**config.mk**
```make
export PLATFORM = sky130hd
export DESIGN_NAME = rcr_status
export DESIGN_NICKNAME = d
export VERILOG_FILES = /design/src/rtl/rcr_pkg.sv /design/src/rtl/rcr_timed_bit.sv /design/src/rtl/rcr_flags.sv /design/src/rtl/rcr_status.sv
export SDC_FILE = /design/constraint.sdc
export NUM_CORES = 1
export LEC_CHECK = 0
export ABC_AREA = 0
export BUFFER_PORTS_ARGS = -buffer_cell sky130_fd_sc_hd__buf_2
export CAP_MARGIN = 20
export CORE_MARGIN = 5
export CORE_UTILIZATION = 30
export DETAILED_ROUTE_END_ITERATION = 10
export PLACE_DENSITY_LB_ADDON = 0.3
export SLEW_MARGIN = 20
export SYNTH_ARGS = -nofsm -noshare
export SYNTH_HDL_FRONTEND = slang
export SYNTH_SLANG_ARGS = --single-unit
```
**constraint.sdc**
```tcl
create_clock -name clk -period 1.1 [get_ports clk]
set_input_delay 0.22 -clock clk [delete_from_list [all_inputs] [get_ports clk]]
set_output_delay 0.22 -clock clk [all_outputs]
set_load 0.005 [all_outputs]
```
**src/rtl/rcr_pkg.sv**
```systemverilog
package rcr_pkg;
  localparam int REG_W    = 8;
  localparam int FLAG_W   = 5;
  localparam int DIS_BIT  = 7;
  localparam int F_POR    = 0;
  localparam int F_EXT    = 1;
  localparam int F_BOR    = 2;
  localparam int F_WDT    = 3;
  localparam int F_DBG    = 4;

  typedef struct packed {
    logic dbg;
    logic wdt;
    logic bor;
    logic ext;
    logic por;
  } rst_src_t;
endpackage

```
**src/rtl/rcr_timed_bit.sv**
```systemverilog
module rcr_timed_bit #(
  parameter int WIN = 4
) (
  input  logic clk,
  input  logic rst_n,
  input  logic wr_en,
  input  logic wr_val,
  output logic bit_q
);
  localparam int CNT_W = (WIN > 1) ? $clog2(WIN) : 1;
  localparam logic [CNT_W-1:0] CNT_LOAD = CNT_W'(WIN - 1);

  logic             armed_q, armed_n;
  logic             pend_q, pend_n;
  logic [CNT_W-1:0] cnt_q, cnt_n;
  logic             bit_n;
  logic             upd_en;

  // next state: the first write arms the window, and a matching second write commits
  always_comb begin
    bit_n   = bit_q;
    armed_n = armed_q;
    pend_n  = pend_q;
    cnt_n   = cnt_q;
    if (wr_en) begin
      if (armed_q && (wr_val == pend_q)) begin
        bit_n   = wr_val;
        armed_n = 1'b0;
      end else begin
        armed_n = 1'b1;
        pend_n  = wr_val;
        cnt_n   = CNT_LOAD;
      end
    end else if (armed_q) begin
      if (cnt_q == '0) armed_n = 1'b0;
      else             cnt_n   = cnt_q - 1'b1;
    end
  end

  assign upd_en = wr_en | armed_q;

  always_ff @(posedge clk or negedge rst_n) begin
    if (!rst_n) begin
      bit_q   <= 1'b0;
      armed_q <= 1'b0;
      pend_q  <= 1'b0;
      cnt_q   <= '0;
    end else if (upd_en) begin
      bit_q   <= bit_n;
      armed_q <= armed_n;
      pend_q  <= pend_n;
      cnt_q   <= cnt_n;
    end
  end

  AST_BIT_NEEDS_WRITE: assert property (@(posedge clk) disable iff (!rst_n)
    (bit_q != $past(bit_q)) |-> $past(wr_en));
  AST_BIT_NEEDS_MATCH: assert property (@(posedge clk) disable iff (!rst_n)
    (bit_q != $past(bit_q)) |-> ($past(armed_q) && ($past(wr_val) == $past(pend_q))));
  AST_WINDOW_CLOSES: assert property (@(posedge clk) disable iff (!rst_n)
    (armed_q && (cnt_q == '0) && !wr_en) |=> !armed_q);
endmodule

```
**src/rtl/rcr_flags.sv**
```systemverilog
module rcr_flags
  import rcr_pkg::*;
(
  input  logic              clk,
  input  logic              rst_n,
  input  logic              wr_en,
  input  logic [FLAG_W-1:0] wr_flags,
  input  rst_src_t          src,
  output logic [FLAG_W-1:0] flags_q
);
  logic [FLAG_W-1:0] flags_n;
  logic              upd_en;

  // priority, lowest first: software clear, then the set pulses, then brown-out, then power-on
  always_comb begin
    flags_n = flags_q;
    if (wr_en) flags_n = flags_n & wr_flags;
    if (src.ext) flags_n[F_EXT] = 1'b1;
    if (src.wdt) flags_n[F_WDT] = 1'b1;
    if (src.dbg) flags_n[F_DBG] = 1'b1;
    if (src.bor) begin
      flags_n[F_BOR] = 1'b1;
      flags_n[F_DBG] = 1'b0;
    end
    if (src.por) begin
      flags_n        = '0;
      flags_n[F_POR] = 1'b1;
    end
  end

  assign upd_en = wr_en | (|src);

  always_ff @(posedge clk or negedge rst_n) begin
    if (!rst_n)      flags_q <= '0;
    else if (upd_en) flags_q <= flags_n;
  end

  AST_POR_ONLY: assert property (@(posedge clk) disable iff (!rst_n)
    $past(src.por) |-> (flags_q == FLAG_W'(1)));
  AST_BOR_CLEARS_DBG: assert property (@(posedge clk) disable iff (!rst_n)
    $past(src.bor && !src.por) |-> (flags_q[F_BOR] && !flags_q[F_DBG]));
  AST_SET_BEATS_CLEAR: assert property (@(posedge clk) disable iff (!rst_n)
    $past(src.ext && !src.por && wr_en) |-> flags_q[F_EXT]);
endmodule

```
**src/rtl/rcr_status.sv**
```systemverilog
module rcr_status
  import rcr_pkg::*;
#(
  parameter int WIN = 4
) (
  input  logic             clk,
  input  logic             rst_n,
  input  logic             wr_en,
  input  logic [REG_W-1:0] wr_data,
  output logic [REG_W-1:0] rd_data,
  input  logic             por_pulse,
  input  logic             ext_rst_pulse,
  input  logic             bor_pulse,
  input  logic             wdt_rst_pulse,
  input  logic             dbg_rst_pulse,
  input  logic             fuse_dbg_en,
  output logic             dbg_enable
);
  rst_src_t          src;
  logic [FLAG_W-1:0] flags;
  logic              dis;

  assign src.por = por_pulse;
  assign src.ext = ext_rst_pulse;
  assign src.bor = bor_pulse;
  assign src.wdt = wdt_rst_pulse;
  assign src.dbg = dbg_rst_pulse;

  rcr_timed_bit #(.WIN(WIN)) u_dis (
    .clk    (clk),
    .rst_n  (rst_n),
    .wr_en  (wr_en),
    .wr_val (wr_data[DIS_BIT]),
    .bit_q  (dis)
  );

  rcr_flags u_flags (
    .clk      (clk),
    .rst_n    (rst_n),
    .wr_en    (wr_en),
    .wr_flags (wr_data[FLAG_W-1:0]),
    .src      (src),
    .flags_q  (flags)
  );

  always_comb begin
    rd_data               = '0;
    rd_data[FLAG_W-1:0]   = flags;
    rd_data[DIS_BIT]      = dis;
  end

  assign dbg_enable = fuse_dbg_en & ~dis;

  AST_DBG_GATED: assert property (@(posedge clk) disable iff (!rst_n)
    dbg_enable |-> (fuse_dbg_en && !rd_data[DIS_BIT]));
endmodule

```
# Word-level counts from Yosys, hierarchy flattened
# Index checks and enable logic that the tools add are counted.
[classes]
multipliers = 0
order_cmp = 0
bitwise = 6
n_div = 0
shift = 0
eq_ne = 3
reduce_logical = 17
n_mux = 15
add_sub_neg = 1
[ops]
columns = ["cell", "count"]
rows = [
  ["2-to-1 mux 5 bit", 2],
  ["AND reduction 2 bit", 5],
  ["2-to-1 mux 1 bit", 9],
  ["nonzero test 3 bit", 3],
  ["2-to-1 mux 2 bit", 4],
  ["AND reduction 3 bit", 2],
  ["AND 5 bit", 1],
  ["OR reduction 5 bit", 1],
  ["inequality test 2 bit (second input constant)", 2],
  ["AND reduction 4 bit", 1],
  ["nonzero test 2 bit", 2],
  ["nonzero test 4 bit", 1],
  ["zero test 2 bit", 1],
  ["NOT 1 bit", 2],
  ["bitwise OR 1 bit", 2],
  ["subtractor 2 x 1 -> 2 bit (second input constant)", 1],
  ["AND 1 bit", 1],
  ["== test 1 bit", 1],
  ["logical AND 1 bit", 1],
]
[totals]
latch_bits = 0
register_bits = 10
in_bits = 17
mem_count = 0
rom_bits = 0
output_inout_bits = 9
ram_bits = 0
word_cells = 51

# Logic depth before layout (Yosys ltp)
[logic_depth]
word_depth = 5
mapped_depth = 5
ltp_nobuf = 5

# Cells and area by module
# A second synthesis with hierarchy kept.
[hier_totals]
hier_cells = 49
hier_area_um2 = 524.3
[by_module_without_submodules]
columns = ["module", "area_per_inst_um2", "seq_area_each_um2", "cells_per_inst", "instances"]
rows = [
  ["rcr_timed_bit", 254.0, 125.1, 25, 1],
  ["rcr_flags", 230.2, 125.1, 19, 1],
  ["rcr_status", 40.0, 0.0, 5, 1],
]

# Worst setup path after synthesis
# OpenSTA, ideal clock, no wires.
[synth_timing]
path_kind = "reg-to-reg"
startpoint = "reg u_dis.cnt_q[0]"
endpoint = "reg u_dis.cnt_q[1]"
setup_ns = 0.099
t_arrival_ns = 1.082
required_ns = 1.001
stages_incl_launch_ff = 6
synth_period_minus_slack_ns = 1.181
path_buffers = 0
slack_ns = -0.081
path_cell_list = "dfrtp_1 > inv_1 > ha_1 > and2b_1 > nor3_1 > a311oi_1"
[synth_via]
elab_chain_len = 4
word_cells_on_any_way = 7
cone_classes = "1 x add/sub; 1 x eq/ne; 3 x mux; 2 x reduce/logical"
[synth_lines]
columns = ["item", "line_no", "rtl"]
rows = [
  ["start, declared", "rcr_timed_bit.sv:15", "logic [CNT_W-1:0] cnt_q, cnt_n;"],
  ["start signal, assigned", "rcr_timed_bit.sv:52", "cnt_q <= cnt_n;"],
  ["subtractor 2 x 1 -> 2 bit", "rcr_timed_bit.sv:36", "else cnt_n = cnt_q - 1'b1;"],
  ["2-to-1 mux 2 bit", "rcr_timed_bit.sv:35", "if (cnt_q == '0) armed_n = 1'b0;"],
  ["2-to-1 mux 2 bit", "rcr_timed_bit.sv:34", "end else if (armed_q) begin"],
  ["2-to-1 mux 2 bit", "rcr_timed_bit.sv:25", "if (wr_en) begin"],
]
# Several ways; a longest one is shown, not always the timed one. The select of a mux whose other input is x is not followed.
# A chain may end at the register's enable or synchronous reset.

# Worst setup path in the final report
[layout_timing]
startpoint = "reg u_dis.cnt_q[1]"
endpoint = "reg u_dis.cnt_q[1]"
# The elaborated chain is that of the path after synthesis.

==> impl_summary.md <==
Synthesis
Of the total synthesized cell area, the portion taken by AND, OR, NAND and NOR gates is 0.1388. The share of synthesized area in the top cell type comes to 0.5141. The number of warnings issued by yosys is 0. By area the synthesized netlist is led by sky130_fd_sc_hd__dfrtp_1 51%, sky130_fd_sc_hd__nor3_1 6.2%, sky130_fd_sc_hd__buf_4 4.6%, sky130_fd_sc_hd__a21oi_1 4.1%, sky130_fd_sc_hd__o21ai_1 4.1%. The synthesized netlist occupies a cell area of 486.7 um2. The multiplexer area fraction after synthesis is 0.02314. In this run, synthesis inferred 0 flip-flops with an integrated enable.

In this run, synthesis produced a sequential element count of 10. Of the total synthesized cell area, the portion taken by XOR and XNOR cells is 0.01799. The dominant combinational cell family by area after synthesis is compound AO/OA/AOI/OAI gates. By count the netlist is led by 10 x sky130_fd_sc_hd__dfrtp_1, 6 x sky130_fd_sc_hd__nor3_1, 5 x sky130_fd_sc_hd__inv_1.

The prevailing post-synth register cell is sky130_fd_sc_hd__dfrtp_1. The number of instances in the synthesized netlist is 50. The synthesized area per cell is 9.734 um2.

The compound-gate portion of the synthesized area was 0.1697. The proportion of synthesized chip area in sequential cells is 0.5141. The share of synthesized cell area in full adder, half adder and majority cells is 0.02571.

The cell with the most instances after synthesis is sky130_fd_sc_hd__dfrtp_1. Yosys mapped the design onto 21 distinct sky130hd cell types. The async set or reset register ratio after synthesis is 1.000. Of all cell types, the one taking the most synthesized area is sky130_fd_sc_hd__dfrtp_1.

Floorplan
Pin placement for this block handled 26 I/O pins. The die covers 0.002528 mm2. The placeable core region is 0.001524 mm2. In this run the horizontal extent of the chip is 50.28 um. The effective utilization at floorplan is 0.3194.

The floorplan has 14 rows. In this run the vertical extent of the chip is 50.28 um.

Drt
The wire length on met1 is 424 um. Once detail routing completed, the nets flagged for antenna violations numbered 0. For this block, the initial DRC count from the detailed router was 1.

After detailed routing, the met3 layer carries 87 um of wire. The residual DRC count is 0. The number of iterations in the first detailed-routing pass is 2. After detailed routing, the total wire length is 1.055 mm. The wire length per cell is 11.34 um. The ratio of routed vias to standard cells is 4.742. The routed design uses 543 um of met2 wire. The highest metal layer carrying signal wires in the routed design is met3. The via count is 441.

Worst setup path
The kind of launch point of the worst setup path is a flop. The peak fanout along the critical path is 4. The data arrival at the endpoint of the critical path is 1.36 ns. The critical path is of the flop to flop type.

The worst-case register-to-register setup slack is -0.10 ns. STA classifies the critical path endpoint as a flop. STA puts the critical path data required time at 1.26 ns.

Timing
The time the final worst path needs with I/O delays and setup is 1.200 ns. The slack of the critical path is -0.1004 ns. The number of pins exceeding their max-slew limit in the final report is 0.

The clock skew is 0.001489 ns. The aggregate negative setup slack is -0.2054 ns. For this run, the top clock speed supported by timing is 0.8331 GHz. The number of setup violations in the final report is 3. Setup repair after global routing could not meet its margin everywhere.

The number of failing hold endpoints at the final stage is 0. Dividing the final minimum period by the clock period gives 1.091. On the final layout, the worst hold slack is 0.1313 ns.

Placed design
The pre-CTS setup slack is -0.07707 ns. The placed instances occupy a cell area of 603.1 um2. Input and output buffers added on the ports amount to 21.

The placer congestion estimate is 0.6385. The number of placed instances, taps included is 86. The detailed placer's ending HPWL is 789.9 um.

Clock network
The total number of H-tree levels is 1. After clock tree synthesis, the clock-pin slew on the worst setup and hold paths is 0.07 ns. The clock drives 10 sinks. At the later pin of the worst-skew pair, clock insertion delay measures 0.25 ns. The clock tree from TritonCTS is done. The number of buffers on the longest clock path is 2. Counting the buffers created by CTS gives 3. The cell sitting at the root of the clock tree is a sky130_fd_sc_hd__clkbuf_4.

Cells and area
The utilization after layout is 0.4491. The final non-filler cell area is 684.4 um2. The ratio of cells with drive above 1 in the final layout is 0.4805. The net count reported at finish is 96. The area growth from synthesis to layout is 40.62%. The number of antenna diodes in the final layout is 0.

The filler-free cell count of the finished design is 93.

GRT
The first-pass GRT wire length is 1.876 mm. In the global route stage, overall resource usage came out at 0.09324. After global routing the overflow that remains totals 0. The via count of the first global-routing pass is 492.

The maximum number of pins on one net before global-route repair is 11. The number of antenna violations at the first check in global routing is 0.

Min path
The path class of the tightest hold or removal check is input pin to flop.

Run
Across the run, the number of max-cap violations was 0.

Status
The final reports fail on negative setup slack. The flow ran to the end, but the final reports show violations.

Power
The design draws 1.255 mW. For this design the static power due to leakage is 0.3483 nW. The cell area power density is 1834 mW/mm2.

VDD sags by at most 1.016 mV.
==> where the power goes <==
part | total (mW) | leakage [nW] | internal, mW | switching (mW)
clock network | 0.320 | 0.0210 | 0.201 | 0.120
registers | 0.493 | 0.116 | 0.445 | 0.0486
logic | 0.442 | 0.212 | 0.239 | 0.203
total | 1.26 | 0.348 | 0.884 | 0.371
==> routing by layer <==
layer | GRT usage | vias to the layer above
met4 | 0.03930 | 0
met5 | 0 | -
met1 | 0.1131 | 204
met2 | 0.1527 | 18
li1 | - | 219
met3 | 0.02663 | 0
==> state kept, by name, summed over array words and instances (netlist names) <==
name,count
u_dis.pend_q,1
u_dis.cnt_q,2
u_flags.flags_q,5
u_dis.bit_q,1
u_dis.armed_q,1
==> layout make-up <==
type,count,area (um2)
fill,160,839.6
sequential,10,250.2
multi-input combinational,31,210.2
timing repair buffer,26,145.1
clock buffer,4,36.28
inverter,6,22.52
tap,16,20.02
==> cells in the final DEF (no fill, tap or decap) <==
cell type                        n
sky130_fd_sc_hd__xor2_1          1
sky130_fd_sc_hd__nand2_1         3
sky130_fd_sc_hd__a211oi_2        1
sky130_fd_sc_hd__inv_2           1
sky130_fd_sc_hd__dfrtp_1        10
sky130_fd_sc_hd__nor3_2          2
sky130_fd_sc_hd__buf_4           4
sky130_fd_sc_hd__a21oi_1         4
sky130_fd_sc_hd__o22a_1          1
sky130_fd_sc_hd__conb_1          2
sky130_fd_sc_hd__nor3_1          4
sky130_fd_sc_hd__buf_2          21
sky130_fd_sc_hd__nor2b_1         1
sky130_fd_sc_hd__o21ai_1         4
sky130_fd_sc_hd__a311oi_2        1
sky130_fd_sc_hd__ha_2            1
sky130_fd_sc_hd__and2b_2         1
sky130_fd_sc_hd__o31ai_1         1
sky130_fd_sc_hd__o21ai_0         1
sky130_fd_sc_hd__clkbuf_4        3
sky130_fd_sc_hd__inv_1           5
sky130_fd_sc_hd__clkbuf_8        1
sky130_fd_sc_hd__dlygate4sd3_1   1
sky130_fd_sc_hd__nand2b_1        2
sky130_fd_sc_hd__mux2_2          1
==> worst max-delay path, cell delays in order, from the launching register on <==
cell and delay [ns]:
sky130_fd_sc_hd__dfrtp_1 0.38, sky130_fd_sc_hd__inv_1 0.06, sky130_fd_sc_hd__ha_2 0.17, sky130_fd_sc_hd__and2b_2 0.26, sky130_fd_sc_hd__a311oi_2 0.24
==> final timing paths <==
kind | start | to | depth (start not counted)
setup / recovery | u_dis.cnt_q[1]$_DFFE_PN0P_ | u_dis.cnt_q[1]$_DFFE_PN0P_ | 4
hold / removal | bor_pulse | u_flags.flags_q[4]$_DFFE_PN0P_ | 2
setup reg to reg | u_dis.cnt_q[1]$_DFFE_PN0P_ | u_dis.cnt_q[1]$_DFFE_PN0P_ | 4
hold reg to reg | u_flags.flags_q[0]$_DFFE_PN0P_ | u_flags.flags_q[0]$_DFFE_PN0P_ | 2
max in group asynchronous | rst_n | u_dis.armed_q$_DFFE_PN0P_ | 2
min in group asynchronous | rst_n | u_flags.flags_q[0]$_DFFE_PN0P_ | 2
==> cell families (layout without fill, tap and decap cells) <==
group | after synthesis | after routing
other | 1 | 2
and+or+nand+nor | 13 | 13
AOI/OAI and AO/OA | 13 | 13
muxes | 1 | 1
DFF | 10 | 10
adders and majority gates | 1 | 1
buffers and inverters | 10 | 36
xor gates and xnor gates | 1 | 1
==> repair_timing <==
action                                  4_1_cts  5_1_grt
pin swaps                                     3        0
hold buffers                                  1        0
gates cloned                                  0        0
gates resized for setup                       3        2
setup buffers                                 1        1
endpoints found under the setup margin        3        4
hold endpoints to repair                     10        0
Note: power is estimated with default switching activity, not from simulation.
